### src/rtl/sca_acq_pkg.sv
package sca_acq_pkg;
  typedef enum logic [1:0] {
    ST_IDLE_WR  = 2'd0,
    ST_POST_DLY = 2'd1,
    ST_CONVERT  = 2'd2,
    ST_READ_WR  = 2'd3
  } acq_state_e;
endpackage

### src/rtl/sca_wr_ptr.sv
module sca_wr_ptr #(
  parameter int N_CELLS = 256,
  localparam int CELL_W = $clog2(N_CELLS)
) (
  input  logic              clk_i,
  input  logic              rst_ni,
  input  logic              adv_i,
  output logic [CELL_W-1:0] ptr_o
);
  localparam logic [CELL_W-1:0] LAST = CELL_W'(N_CELLS - 1);

  logic [CELL_W-1:0] ptr_q;

  always_ff @(posedge clk_i or negedge rst_ni) begin
    if (!rst_ni)         ptr_q <= '0;
    else if (adv_i)      ptr_q <= (ptr_q == LAST) ? '0 : ptr_q + 1'b1;
  end

  assign ptr_o = ptr_q;
endmodule

### src/rtl/sca_post_dly.sv
module sca_post_dly #(
  parameter int DELAY_W = 8
) (
  input  logic               clk_i,
  input  logic               rst_ni,
  input  logic               load_i,
  input  logic [DELAY_W-1:0] val_i,
  input  logic               run_i,
  output logic               zero_o
);
  logic [DELAY_W-1:0] cnt_q;

  always_ff @(posedge clk_i or negedge rst_ni) begin
    if (!rst_ni)                   cnt_q <= '0;
    else if (load_i)               cnt_q <= val_i;
    else if (run_i && cnt_q != '0) cnt_q <= cnt_q - 1'b1;
  end

  assign zero_o = (cnt_q == '0);
endmodule

### src/rtl/sca_sat_cnt.sv
module sca_sat_cnt #(
  parameter int W = 8
) (
  input  logic         clk_i,
  input  logic         rst_ni,
  input  logic         inc_i,
  output logic [W-1:0] cnt_o
);
  logic [W-1:0] cnt_q;

  always_ff @(posedge clk_i or negedge rst_ni) begin
    if (!rst_ni)                   cnt_q <= '0;
    else if (inc_i && cnt_q != '1) cnt_q <= cnt_q + 1'b1;
  end

  assign cnt_o = cnt_q;
endmodule

### src/rtl/sca_acq_seq.sv
module sca_acq_seq
  import sca_acq_pkg::*;
#(
  parameter int N_CELLS = 256,
  parameter int DELAY_W = 8,
  parameter int LOST_W  = 8,
  localparam int CELL_W = $clog2(N_CELLS)
) (
  input  logic               clk_i,
  input  logic               rst_ni,
  input  logic               trig_i,
  input  logic               conv_done_i,
  input  logic               read_done_i,
  input  logic [DELAY_W-1:0] stop_dly_i,
  output logic               wr_en_o,
  output logic               conv_start_o,
  output logic               read_start_o,
  output logic               busy_o,
  output logic [CELL_W-1:0]  stop_cell_o,
  output logic [LOST_W-1:0]  lost_cnt_o
);
  acq_state_e        state_q, state_d;
  logic              armed, trig_acc, trig_lost, dly_zero, wr_en;
  logic [CELL_W-1:0] ptr, stop_cell_q;
  logic              conv_start_q, read_start_q;

  assign armed     = (state_q == ST_IDLE_WR);
  assign trig_acc  = trig_i && armed;
  assign trig_lost = trig_i && !armed;
  assign wr_en     = (state_q != ST_CONVERT);

  sca_wr_ptr #(.N_CELLS(N_CELLS)) u_ptr (
    .clk_i (clk_i),
    .rst_ni(rst_ni),
    .adv_i (wr_en),
    .ptr_o (ptr)
  );

  sca_post_dly #(.DELAY_W(DELAY_W)) u_dly (
    .clk_i (clk_i),
    .rst_ni(rst_ni),
    .load_i(trig_acc),
    .val_i (stop_dly_i),
    .run_i (state_q == ST_POST_DLY),
    .zero_o(dly_zero)
  );

  sca_sat_cnt #(.W(LOST_W)) u_lost (
    .clk_i (clk_i),
    .rst_ni(rst_ni),
    .inc_i (trig_lost),
    .cnt_o (lost_cnt_o)
  );

  always_comb begin
    state_d = state_q;
    unique case (state_q)
      ST_IDLE_WR:  if (trig_i)      state_d = ST_POST_DLY;
      ST_POST_DLY: if (dly_zero)    state_d = ST_CONVERT;
      ST_CONVERT:  if (conv_done_i) state_d = ST_READ_WR;
      ST_READ_WR:  if (read_done_i) state_d = ST_IDLE_WR;
      default:                      state_d = ST_IDLE_WR;
    endcase
  end

  always_ff @(posedge clk_i or negedge rst_ni) begin
    if (!rst_ni) begin
      state_q      <= ST_IDLE_WR;
      stop_cell_q  <= '0;
      conv_start_q <= 1'b0;
      read_start_q <= 1'b0;
    end else begin
      state_q      <= state_d;
      conv_start_q <= (state_q == ST_POST_DLY) && dly_zero;
      read_start_q <= (state_q == ST_CONVERT) && conv_done_i;
      if (trig_acc) stop_cell_q <= ptr;
    end
  end

  assign wr_en_o      = wr_en;
  assign busy_o       = (state_q == ST_POST_DLY) || (state_q == ST_CONVERT);
  assign conv_start_o = conv_start_q;
  assign read_start_o = read_start_q;
  assign stop_cell_o  = stop_cell_q;
endmodule

### config.mk
export PLATFORM = sky130hd
export DESIGN_NAME = sca_acq_seq
export DESIGN_NICKNAME = d
export VERILOG_FILES = /design/src/rtl/sca_acq_pkg.sv /design/src/rtl/sca_wr_ptr.sv /design/src/rtl/sca_post_dly.sv /design/src/rtl/sca_sat_cnt.sv /design/src/rtl/sca_acq_seq.sv
export SDC_FILE = /design/constraint.sdc
export NUM_CORES = 1
export LEC_CHECK = 0
export BUFFER_PORTS_ARGS = -buffer_cell sky130_fd_sc_hd__buf_2
export CAP_MARGIN = 20
export CELL_PAD_IN_SITES_DETAIL_PLACEMENT = 1
export CELL_PAD_IN_SITES_GLOBAL_PLACEMENT = 1
export CORE_MARGIN = 4
export CORE_UTILIZATION = 43
export CTS_CLUSTER_DIAMETER = 150
export CTS_CLUSTER_SIZE = 20
export DETAILED_ROUTE_END_ITERATION = 16
export PLACE_DENSITY_LB_ADDON = 0.15
export SETUP_SLACK_MARGIN = 0.5
export SLEW_MARGIN = 20
export SYNTH_ARGS = -nofsm -noshare
export SYNTH_HDL_FRONTEND = slang
export SYNTH_SLANG_ARGS = --single-unit
### constraint.sdc
create_clock -name clk_i -period 2.6 [get_ports clk_i]
set_clock_uncertainty 0.2 [all_clocks]
set_input_delay 0.26 -clock clk_i [delete_from_list [all_inputs] [get_ports clk_i]]
set_output_delay 0.26 -clock clk_i [all_outputs]
set_load 0.05 [all_outputs]
==> impl_metrics.yaml <==
outcome:
  status: "finished clean"
timing:
  whs_ps: 30.1
  fin_setup_tns_ps: 0
  fin_crit_ps: 2030
  max_slew_margin: 0.467
  timing.fmax_ghz: 0.493
  fin_crit_sh: 0.781
  setup_violations: 0
  hold_viol: 0
  drv_slew: 0
  rsz0062_at_grt: "true"
  tightestPinTransition_ps: 800
cells_and_area:
  fin_util: 0.528
  n_antenna_cell: 0
  nNetsFinal: 220
  area_growth_pct: 19.3
  fin_area_um2: 2110
  drive_gt1_frac: 0.330
worst_setup_path:
  max_stage_delay_ps: 420
  path_cells: "inv_1, ha_1, or3b_4, o21ai_4, o2111ai_2, mux2_4"
  crit_type: "reg -> reg"
  path_buf_inv: 1
  cp.arrival_ps: 2000
  worst-path-max-fanout: 3
  critPathCaptureType: "flip-flop"
  slowest_stage: "or3b_4"
  required_ps: 2570
  start_kind: "flip-flop"
  cpLargestDelayFamily: "simple AND/OR/NAND/NOR gates"
route:
  dr.first_iter.drc_count: 51
  totalWireLength_um: 3910
  routed_via_density: 5.26
  firstDrtPassIters: 4
  ant_nets: 0
  drc: 0
  vias: 1314
  detail_route.wl_per_cell_um: 15.7
yosys:
  ys_ff_latch: 36
  synthArstFlopShare: 1.00
  synth_cell_types: 41
  synthFlopType: "dfrtp_1"
  syn-instance-count: 159
  ys_warn_count: 0
  yosysSeqAreaShare: 0.509
  synth_edf_count: 0
  synthesis.nets: 180
  syn_avg_cell_area_um2: 11.1
  netlist_area_um2: 1770
pwr:
  p_seq_frac: 0.475
  peakVddDrop_uv: 660
  clkPwrFrac: 0.279
  swShare: 0.359
  p_comb_frac: 0.246
  powerDensity_nw_per_um2: 680
  power.leakage_nw: 1.02
  p_int_mw: 0.921
  switching_power_mw: 0.515
  power.total_mw: 1.44
placement:
  io_buffers: 32
  gp_congestion: 0.774
  dpl-instance-area_um2: 1980
  dpl.hpwl_um: 2910
global_route:
  grt_use_total: 0.171
  grt_max_degree: 37
  grt_pass1_wl_um: 6830
  antenna_found_initial: 0
  overflow: 0
  grt_pass1_vias: 1454
clock_tree:
  ctsLongestPathBuffers: 2
  cts.clk_slew.worst_paths_ps: 70
  cts.sinks: 36
  worstSkewPairLatency_ps: 280
  clock-root-buffer: "clkbuf_8"
  numCtsBuffers: 5
  cts_tree: "done"
  cts-htree-levels: 2
flow_run:
  maxCapViolations: 0
floorplanning:
  die_w_um: 72.2
  initial_core_util: 0.443
  num_rows: 23
  core_area_um2: 4000
  die_h_um: 72.2
  ioPinCount: 33
  dieArea_um2: 5210
worst_hold_path:
  hold_class: "in -> reg"
[sequential cells by signal, indices dropped and copies added, names as in the netlist]
register,count
conv_start_o,1
read_start_o,1
state_q,2
stop_cell_o,8
u_dly.cnt_q,8
u_lost.cnt_o,8
u_ptr.ptr_o,8
[per-stage QoR]
| step | setup WS [ps] | std cells |
|---|---|---|
| final | 570 | 250 |
| after global routing | 449 | 250 |
| after CTS | 504 | 248 |
| after detailed placement | 357 | 238 |
| after global placement | 451 | 238 |
| after floorplan | 505 | 159 |
[power by group through the flow]
stage               combinational (mW)  clock [mW]  sequential, mW
floorplan                       0.0820           0           0.862
global placement                 0.349           0           0.688
detailed placement               0.358           0           0.693
CTS                              0.360       0.418           0.683
global route                     0.383       0.447           0.694
finish                           0.354       0.401           0.682
[worst reg2reg max path: stages (launching register included)]
cell       delay (ps)
dfrtp_1           400
inv_1             100
ha_1              170
or3b_4            420
o21ai_4           160
o2111ai_2         160
mux2_4            320
[cell usage in the layout (no fill, tap or decap), types with 2 or more instances in the layout]
master,netlist,routed
o21ai_0,3,3
ha_1,8,7
nor2_1,14,14
clkbuf_8,0,6
buf_2,0,32
or2b_2,2,2
nor3_1,4,4
nand3_1,6,6
o2111ai_1,2,2
nor2b_1,3,3
mux2_2,10,10
nand2_1,10,9
and3_1,2,2
xor2_1,12,12
xnor2_1,4,4
a21oi_1,7,7
dfrtp_1,36,35
clkbuf_1,2,2
a31oi_1,4,4
buf_4,1,4
inv_1,6,5
nand4_1,2,2
[per-layer routing]
layer | GRT usage | vias up | part of all wire
li1 | - | 639 | -
met1 | 0.211 | 641 | 0.44
met2 | 0.285 | 32 | 0.50
met3 | 0.0512 | 2 | 0.053
met4 | 0.0564 | 0 | 0.0069
met5 | 0 | - | 0
[layout make-up]
| cell class | instances | area [µm²] |
|---|---|---|
| timing repair buffer | 37 | 200 |
| sequential | 36 | 902 |
| clock buffer | 8 | 90.1 |
| tap | 50 | 62.6 |
| fill | 444 | 1890 |
| inverter | 6 | 22.5 |
| multi-input combinational | 113 | 835 |
[synth_stat cells (2+ instances only)]
cell | number | area share
nand3_1 | 6 | 0.017
o21ai_0 | 3 | 0.0085
xor2_1 | 12 | 0.059
nand2_1 | 10 | 0.021
a31oi_1 | 4 | 0.014
nand4_1 | 2 | 0.0071
mux2_2 | 10 | 0.064
or2b_2 | 2 | 0.0099
xnor2_1 | 4 | 0.020
inv_1 | 6 | 0.013
and3_1 | 2 | 0.0071
nor3_1 | 4 | 0.011
nor2b_1 | 3 | 0.011
nor2_1 | 14 | 0.030
o2111ai_1 | 2 | 0.0099
dfrtp_1 | 36 | 0.51
ha_1 | 8 | 0.057
a21oi_1 | 7 | 0.020
clkbuf_1 | 2 | 0.0042
[worst paths after layout]
path / start / to / slack [ps] / cells after the start
min reg2reg: u_lost.cnt_o[7]$_DFFE_PN0P_ / u_lost.cnt_o[7]$_DFFE_PN0P_ / 300 / 1
max: u_dly.cnt_q[1]$_DFFE_PN0P_ / state_q[1]$_DFFE_PN0P_ / 570 / 6
max reg2reg: u_dly.cnt_q[1]$_DFFE_PN0P_ / state_q[1]$_DFFE_PN0P_ / 570 / 6
min: stop_dly_i[3] / u_dly.cnt_q[3]$_DFFE_PN0P_ / 30 / 3
max in group asynchronous: rst_ni / u_lost.cnt_o[0]$_DFFE_PN0P_ / 1240 / 2
min in group asynchronous: rst_ni / u_dly.cnt_q[2]$_DFFE_PN0P_ / 410 / 2
[logic make-up after synthesis]
logic type               count (synthesis)  synth area share
AO/OA/AOI/OAI                           26             0.105
XOR/XNOR                                16            0.0791
adder cells (fa/ha/maj)                  8            0.0565
buffers and inverters                   10            0.0240
flip-flops                              36             0.509
multiplexers                            11            0.0721
AND/OR/NAND/NOR                         52             0.155
[timing repair]
item	4_1_cts	5_1_grt
setup endpoints to repair	1	4
hold buffers	1	0
gates cloned	0	0
setup buffers	1	2
endpoints found under the hold margin	36	0
pin swaps	1	0
gates resized for setup	1	3
(Power assumes the default switching activity.)
